$ cat src/rtl/desc_ring_pkg.sv
package desc_ring_pkg;

    localparam int LEN_W = 8;

    typedef enum logic [2:0] {
        RA_DESC   = 3'd0,
        RA_LAUNCH = 3'd1,
        RA_SPACE  = 3'd2,
        RA_SAVED  = 3'd3,
        RA_ERR    = 3'd4,
        RA_STATUS = 3'd5
    } reg_addr_e;

    typedef struct packed {
        logic mismatch;
        logic too_many;
        logic zero_len;
    } launch_err_t;

    function automatic int unsigned ring_add(int unsigned base, int unsigned inc,
                                             int unsigned depth);
        int unsigned s;
        s = base + inc;
        if (s >= depth) s = s - depth;
        return s;
    endfunction

endpackage

$ cat src/rtl/desc_store.sv
module desc_store #(
    parameter int DEPTH  = 64,
    parameter int DATA_W = 32,
    localparam int IDX_W = $clog2(DEPTH)
) (
    input  logic              clk,
    input  logic              wr_en,
    input  logic [IDX_W-1:0]  wr_idx,
    input  logic [DATA_W-1:0] wr_data,
    input  logic [IDX_W-1:0]  rd_idx,
    output logic [DATA_W-1:0] rd_data
);
    logic [DATA_W-1:0] mem_q [DEPTH];

    always_ff @(posedge clk) begin
        if (wr_en) mem_q[wr_idx] <= wr_data;
    end

    assign rd_data = mem_q[rd_idx];
endmodule

$ cat src/rtl/desc_ptrs.sv
module desc_ptrs
    import desc_ring_pkg::*;
#(
    parameter int DEPTH   = 64,
    parameter int MAX_PKT = 16,
    localparam int IDX_W  = $clog2(DEPTH),
    localparam int CNT_W  = $clog2(DEPTH + 1),
    localparam int SCNT_W = $clog2(MAX_PKT + 1)
) (
    input  logic              clk,
    input  logic              rst,
    input  logic              push,
    input  logic              launch,
    input  logic [LEN_W-1:0]  launch_len,
    input  logic              pop,
    output logic              wr_en,
    output logic [IDX_W-1:0]  wr_idx,
    output logic [IDX_W-1:0]  head_idx,
    output logic [CNT_W-1:0]  committed,
    output logic [SCNT_W-1:0] staged,
    output logic [SCNT_W-1:0] space,
    output logic              valid,
    output launch_err_t       err_pulse
);
    localparam logic [CNT_W-1:0] DEPTH_C = CNT_W'(DEPTH);
    localparam logic [CNT_W-1:0] MAXC_C  = CNT_W'(MAX_PKT);
    localparam logic [LEN_W-1:0] MAXL_C  = LEN_W'(MAX_PKT);

    logic [IDX_W-1:0]  head_q, tail_q;
    logic [CNT_W-1:0]  comm_q;
    logic [SCNT_W-1:0] stg_q;
    logic              over_q;

    logic [CNT_W-1:0]  free_w;
    logic              push_ok, pop_ok, launch_ok;
    launch_err_t       cls;

    // free slots and the capped report
    always_comb begin
        free_w = DEPTH_C - comm_q - CNT_W'(stg_q);
        if (free_w > MAXC_C) space = SCNT_W'(MAX_PKT);
        else                 space = SCNT_W'(free_w);
    end

    assign push_ok = push && !over_q && (stg_q < SCNT_W'(MAX_PKT)) && (free_w != '0);
    assign pop_ok  = pop && (comm_q != '0);
    assign wr_en   = push_ok;
    assign wr_idx  = IDX_W'(ring_add(int'(tail_q), int'(stg_q), DEPTH));

    // launch legality
    always_comb begin
        cls          = '0;
        cls.zero_len = (launch_len == '0);
        cls.too_many = !cls.zero_len && ((launch_len > MAXL_C) || over_q);
        cls.mismatch = !cls.zero_len && !cls.too_many && (launch_len != LEN_W'(stg_q));
    end

    assign launch_ok = launch && (cls == '0);
    assign err_pulse = launch ? cls : '0;

    always_ff @(posedge clk) begin
        if (rst) begin
            head_q <= '0;
            tail_q <= '0;
            comm_q <= '0;
            stg_q  <= '0;
            over_q <= 1'b0;
        end else begin
            if (pop_ok) head_q <= IDX_W'(ring_add(int'(head_q), 1, DEPTH));
            if (launch_ok) tail_q <= IDX_W'(ring_add(int'(tail_q), int'(stg_q), DEPTH));
            comm_q <= comm_q + (launch_ok ? CNT_W'(stg_q) : '0) - (pop_ok ? CNT_W'(1) : '0);
            if (launch) begin
                stg_q  <= '0;
                over_q <= 1'b0;
            end else if (push) begin
                if (push_ok) stg_q <= stg_q + SCNT_W'(1);
                else         over_q <= 1'b1;
            end
        end
    end

    assign head_idx  = head_q;
    assign committed = comm_q;
    assign staged    = stg_q;
    assign valid     = (comm_q != '0);

    a_r5_space_cap: assert property (@(posedge clk) disable iff (rst)
        (space <= SCNT_W'(MAX_PKT)));

    a_r5_no_overcommit: assert property (@(posedge clk) disable iff (rst)
        ((comm_q + CNT_W'(stg_q)) <= DEPTH_C));

    a_r3_atomic_commit: assert property (@(posedge clk) disable iff (rst)
        launch_ok |=> (comm_q == CNT_W'($past(comm_q) + CNT_W'($past(stg_q))
                                        - ($past(pop_ok) ? CNT_W'(1) : '0)))
                      && (stg_q == '0));

    a_r6_reject_discards: assert property (@(posedge clk) disable iff (rst)
        (launch && !launch_ok) |=> (stg_q == '0)
            && (comm_q == CNT_W'($past(comm_q) - ($past(pop_ok) ? CNT_W'(1) : '0))));

    a_r4_head_step: assert property (@(posedge clk) disable iff (rst)
        pop_ok |=> (head_q == IDX_W'(ring_add(int'($past(head_q)), 1, DEPTH))));

    a_r4_idle_pop: assert property (@(posedge clk) disable iff (rst)
        (pop && !valid) |=> $stable(head_q));

    a_r7_drop_marks: assert property (@(posedge clk) disable iff (rst)
        (push && !launch && !push_ok) |=> over_q && $stable(stg_q));
endmodule

$ cat src/rtl/desc_regs.sv
module desc_regs
    import desc_ring_pkg::*;
#(
    parameter int DATA_W  = 32,
    parameter int IDX_W   = 6,
    parameter int CNT_W   = 7,
    parameter int SCNT_W  = 5
) (
    input  logic              clk,
    input  logic              rst,
    input  logic              bus_wr,
    input  logic [2:0]        bus_addr,
    input  logic [DATA_W-1:0] bus_wdata,
    input  launch_err_t       err_pulse,
    input  logic [SCNT_W-1:0] space,
    input  logic [SCNT_W-1:0] staged,
    input  logic [CNT_W-1:0]  committed,
    input  logic [IDX_W-1:0]  head_idx,
    output logic [DATA_W-1:0] bus_rdata
);
    logic [2:0] err_q;
    logic [2:0] clr_mask;

    assign clr_mask = (bus_wr && bus_addr == RA_ERR) ? bus_wdata[2:0] : 3'b000;

    always_ff @(posedge clk) begin
        if (rst) err_q <= '0;
        else     err_q <= (err_q & ~clr_mask) | err_pulse;
    end

    always_comb begin
        bus_rdata = '0;
        case (bus_addr)
            RA_SPACE: bus_rdata[SCNT_W-1:0] = space;
            RA_SAVED: bus_rdata[SCNT_W-1:0] = staged;
            RA_ERR:   bus_rdata[2:0]        = err_q;
            RA_STATUS: begin
                bus_rdata[16 +: CNT_W] = committed;
                bus_rdata[IDX_W-1:0]   = head_idx;
            end
            default:  bus_rdata = '0;
        endcase
    end

    a_r9_sticky: assert property (@(posedge clk) disable iff (rst)
        (clr_mask == '0 && err_pulse == '0) |=> $stable(err_q));

    a_r9_clear: assert property (@(posedge clk) disable iff (rst)
        (clr_mask != '0 && err_pulse == '0) |=> ((err_q & $past(clr_mask)) == '0));
endmodule

$ cat src/rtl/desc_ring.sv
module desc_ring
    import desc_ring_pkg::*;
#(
    parameter int DEPTH   = 64,
    parameter int MAX_PKT = 16,
    parameter int DATA_W  = 32
) (
    input  logic              clk,
    input  logic              rst,
    input  logic              bus_wr,
    input  logic [2:0]        bus_addr,
    input  logic [DATA_W-1:0] bus_wdata,
    output logic [DATA_W-1:0] bus_rdata,
    input  logic              cons_pop,
    output logic              cons_valid,
    output logic [DATA_W-1:0] cons_data
);
    localparam int IDX_W  = $clog2(DEPTH);
    localparam int CNT_W  = $clog2(DEPTH + 1);
    localparam int SCNT_W = $clog2(MAX_PKT + 1);

    logic              push, launch, wr_en;
    logic [IDX_W-1:0]  wr_idx, head_idx;
    logic [CNT_W-1:0]  committed;
    logic [SCNT_W-1:0] staged, space;
    launch_err_t       err_pulse;

    assign push   = bus_wr && (bus_addr == RA_DESC);
    assign launch = bus_wr && (bus_addr == RA_LAUNCH);

    desc_ptrs #(.DEPTH(DEPTH), .MAX_PKT(MAX_PKT)) u_ptrs (
        .clk(clk), .rst(rst), .push(push), .launch(launch),
        .launch_len(bus_wdata[LEN_W-1:0]), .pop(cons_pop),
        .wr_en(wr_en), .wr_idx(wr_idx), .head_idx(head_idx),
        .committed(committed), .staged(staged), .space(space),
        .valid(cons_valid), .err_pulse(err_pulse)
    );

    desc_store #(.DEPTH(DEPTH), .DATA_W(DATA_W)) u_store (
        .clk(clk), .wr_en(wr_en), .wr_idx(wr_idx), .wr_data(bus_wdata),
        .rd_idx(head_idx), .rd_data(cons_data)
    );

    desc_regs #(.DATA_W(DATA_W), .IDX_W(IDX_W), .CNT_W(CNT_W), .SCNT_W(SCNT_W)) u_regs (
        .clk(clk), .rst(rst), .bus_wr(bus_wr), .bus_addr(bus_addr),
        .bus_wdata(bus_wdata), .err_pulse(err_pulse), .space(space),
        .staged(staged), .committed(committed), .head_idx(head_idx),
        .bus_rdata(bus_rdata)
    );
endmodule

$ cat config.mk
export PLATFORM = sky130hd
export DESIGN_NAME = desc_ring
export DESIGN_NICKNAME = d
export VERILOG_FILES = /design/src/rtl/desc_ring_pkg.sv /design/src/rtl/desc_store.sv /design/src/rtl/desc_ptrs.sv /design/src/rtl/desc_regs.sv /design/src/rtl/desc_ring.sv
export SDC_FILE = /design/constraint.sdc
export NUM_CORES = 2
export LEC_CHECK = 0
export CAP_MARGIN = 20
export CELL_PAD_IN_SITES_DETAIL_PLACEMENT = 1
export CELL_PAD_IN_SITES_GLOBAL_PLACEMENT = 1
export CORE_MARGIN = 2
export CORE_UTILIZATION = 51
export DETAILED_ROUTE_END_ITERATION = 8
export DONT_BUFFER_PORTS = 1
export GPL_ROUTABILITY_DRIVEN = 0
export HOLD_SLACK_MARGIN = 0.08
export PLACE_DENSITY_LB_ADDON = 0.1
export SYNTH_ARGS = -nofsm -noshare
export SYNTH_HDL_FRONTEND = slang
export SYNTH_HIERARCHICAL = 1
export SYNTH_SLANG_ARGS = --single-unit
$ cat constraint.sdc
create_clock -name clk -period 5.23 [get_ports clk]
set_input_delay 1.046 -clock clk [delete_from_list [all_inputs] [get_ports clk]]
set_output_delay 1.046 -clock clk [all_outputs]
set_load 0.02 [all_outputs]
==> out/qor.json <==
{
  "worst_setup_path": {
    "setup.worst_path.end_class": "output pin",
    "timing.setup.critical_path_class": "reg2out",
    "worst_ep_required_time_ns": 4.18,
    "r2r_slack_ns": 0.41,
    "crit_path_start_kind": "register",
    "timing.reg2reg.worst_path_depth": 13,
    "critical_path.max_fanout": 27,
    "worst-endpoint-arrival_ns": 4.15
  },
  "die": {
    "fp-row-count": 145,
    "die_area_um2": 161000,
    "num_io_pins": 104,
    "die_width_um": 401,
    "chipHeight_um": 401,
    "fp.coreArea_um2": 156000,
    "floorplan.initialDensity": 0.514
  },
  "timing": {
    "timing.final.max_slew_violations": 0,
    "final-hold-violation-count": 0,
    "max_freq_mhz": 192,
    "max_slew.worst_pin.slew_ns": 1.07,
    "layout_worst_path_cycle_share": 0.994,
    "relSlewSlack": 0.279,
    "layout_setup_ws_ns": 0.0313,
    "final.min_clock_period_ns": 5.20,
    "setup_viol_count_final": 0,
    "timing.setup.tns_ns": 0,
    "timing.clock.skew_ns": 0.0435,
    "holdWs_ns": 0.279,
    "rsz0062_at_grt": "false"
  },
  "worst_hold_path": {
    "hold_path_class": "in2reg",
    "worstHoldPathCells": 1
  },
  "global_routing": {
    "global_route_wire_length_before_repair_mm": 313,
    "total_track_usage": 0.277,
    "grt_max_degree": 71,
    "antenna_found_initial": 10,
    "global_route.overflow_total": 0,
    "via_count_of_the_first_global_routing_pass": 41100
  },
  "synth": {
    "synth_cell_types": 62,
    "ys_dominant_reg_cell": "sky130_fd_sc_hd__edfxtp_1",
    "ys_warn_count": 6,
    "syn_area_per_cell_um2": 22.4,
    "synth_compound_gate_area_share": 0.0208,
    "combinational_family_with_the_most_area_after_synthesis": "multiplexers",
    "synthArstFlopShare": 0,
    "synth_area_um2": 80400,
    "seq_total_area_yosys": 0.772,
    "synth_adder_area_share": 0.00511,
    "synth-simple-area-share": 0.0184,
    "synth_xor_area_frac": 0.00262,
    "synth_enable_flop_cells": 2048,
    "synthMuxAreaShare": 0.166,
    "ys_seq_elements": 2076,
    "synthesis.instances": 3589
  },
  "final_layout": {
    "area_delta_synth_final_pct": 13.6,
    "layout-drive-gt1-share": 0.288,
    "area.sequential_um2": 62100,
    "fill_cells": 12800,
    "total_area_of_multi_input_combinational_cells_um2": 17600,
    "mostFrequentLayoutCell": "sky130_fd_sc_hd__edfxtp_1",
    "num-nets-final": 3894,
    "design_area_um2": 91300,
    "layoutNonFillerInstCount": 6056,
    "mostFrequentLayoutCells": "sky130_fd_sc_hd__edfxtp_1 (2,048), sky130_fd_sc_hd__mux4_2 (544), sky130_fd_sc_hd__clkbuf_16 (205), sky130_fd_sc_hd__buf_4 (176), sky130_fd_sc_hd__mux2i_1 (106)"
  },
  "routing": {
    "first_pass_iters": 8,
    "route.detailed.wl_per_inst_um": 36.1,
    "drt.antenna.violating_nets": 0,
    "detail_route.drc_violations": 0,
    "routed-via-count": 39100,
    "wirelength_mm": 219,
    "drt_iter0_markers": 4361,
    "via_cell_ratio": 6.46
  },
  "outcome": {
    "run_status": "complete, no violations"
  },
  "power": {
    "worst_ir_drop_vdd_v": 0.000371,
    "p_leak_nw": 27.9,
    "power-per-cell-area_nw_per_um2": 427
  },
  "place": {
    "place_hpwl_mm": 132,
    "placedCellCount": 5668,
    "dp_worst_setup_slack_ns": 0.559,
    "io_buffer_count": 0,
    "dpl_cell_area_um2": 84400
  },
  "cts": {
    "cts.hold.buffers_added": 0,
    "cts_made_buffers": 205,
    "cts.reportedPaths.clkPinSlew_ns": 0.06,
    "clock_sinks": 2076,
    "clock_latency_ns": 0.85,
    "cts_tree": "done",
    "cts.htree.levels": 4,
    "clock_path_buffers": 3,
    "root_buffer": "sky130_fd_sc_hd__clkbuf_16"
  },
  "run": {
    "maxCapViolations": 0
  }
}
## where the power goes
part | switching [W] | internal [W] | total (W)
registers | 0.0000931 | 0.0183 | 0.0184
logic | 0.00306 | 0.00268 | 0.00574
clock network | 0.00630 | 0.00851 | 0.0148
total | 0.00946 | 0.0295 | 0.0390
## cells in the mapped netlist (28+ instances only)
cell type                     n  area share
sky130_fd_sc_hd__edfxtp_1  2048        0.77
sky130_fd_sc_hd__mux4_2     544        0.15
sky130_fd_sc_hd__nor2_1     166      0.0078
sky130_fd_sc_hd__mux2i_1    106       0.013
sky130_fd_sc_hd__o22ai_1     88      0.0069
sky130_fd_sc_hd__clkbuf_1    76      0.0035
sky130_fd_sc_hd__a21oi_1     75      0.0047
sky130_fd_sc_hd__buf_2       57      0.0035
sky130_fd_sc_hd__buf_4       44      0.0041
sky130_fd_sc_hd__nand2_1     41      0.0019
sky130_fd_sc_hd__inv_1       39      0.0018
sky130_fd_sc_hd__dfxtp_1     28      0.0070
sky130_fd_sc_hd__ha_1        28      0.0044
## path summary, 6_finish.rpt
| path | start | endpoint |
|---|---|---|
| max | u_ptrs/head_idx[0]$_SDFFE_PP0P_ | cons_data[21] |
| min | rst | u_ptrs/head_idx[3]$_SDFFE_PP0P_ |
| max reg2reg | u_ptrs/committed[2]$_SDFF_PP0_ | u_store/mem_q[40][8]$_DFFE_PP_ |
| min reg2reg | u_ptrs/tail_q[0]$_SDFFE_PP0N_ | u_ptrs/tail_q[0]$_SDFFE_PP0N_ |
## critical path, cell delays in order, from the launching register on
cell	delay, ns
sky130_fd_sc_hd__dfxtp_4	0.58
sky130_fd_sc_hd__buf_12	0.29
sky130_fd_sc_hd__mux4_2	0.53
sky130_fd_sc_hd__mux2i_1	0.81
sky130_fd_sc_hd__a21oi_1	0.22
sky130_fd_sc_hd__buf_4	0.23
sky130_fd_sc_hd__a21oi_1	0.34
sky130_fd_sc_hd__nor2_1	0.29
## sequential cells by signal, summed over array words and instances (netlist names)
register	flops
u_ptrs/over_q	1
u_regs/err_q	3
u_ptrs/head_idx	6
u_store/mem_q	2048
u_ptrs/committed	7
u_ptrs/staged	5
u_ptrs/tail_q	6
## layer usage
layer	track usage	wire length [um]	up-vias
li1	-	-	15600
met1	0.407	91400	21600
met2	0.442	106000	1641
met3	0.0436	16400	251
met4	0.0636	4540	2
met5	0	13	-
## per-stage QoR
step | util | total power [W]
finish | 0.584 | 0.0390
global route | 0.584 | 0.0401
CTS | 0.583 | 0.0392
detailed placement | 0.540 | 0.0245
global placement | 0.540 | 0.0244
floorplan | - | 0.0229
## what timing repair did
item,in CTS,in global routing
setup buffers,4,0
endpoints found under the setup margin,9,2
gates resized for setup,2,2
gates cloned,0,0
## final cells by class
type / count / share of cell area
diodes: 2 / 0.0000548
repair buffers: 216 / 0.0233
clock buffers: 240 / 0.0578
well taps: 2058 / 0.0282
inverters: 39 / 0.00160
flip-flops and latches: 2076 / 0.680
clock inverters: 139 / 0.0158
multi-input cells: 1286 / 0.193
## cell families after synthesis
group / count (synthesis)
multiplexers: 650
flip-flops: 2076
buffers and inverters: 245
AND/OR/NAND/NOR: 310
adder cells (fa/ha/maj): 31
AO/OA/AOI/OAI: 252
XOR/XNOR: 24
other: 1
(Power assumes the default switching activity.)
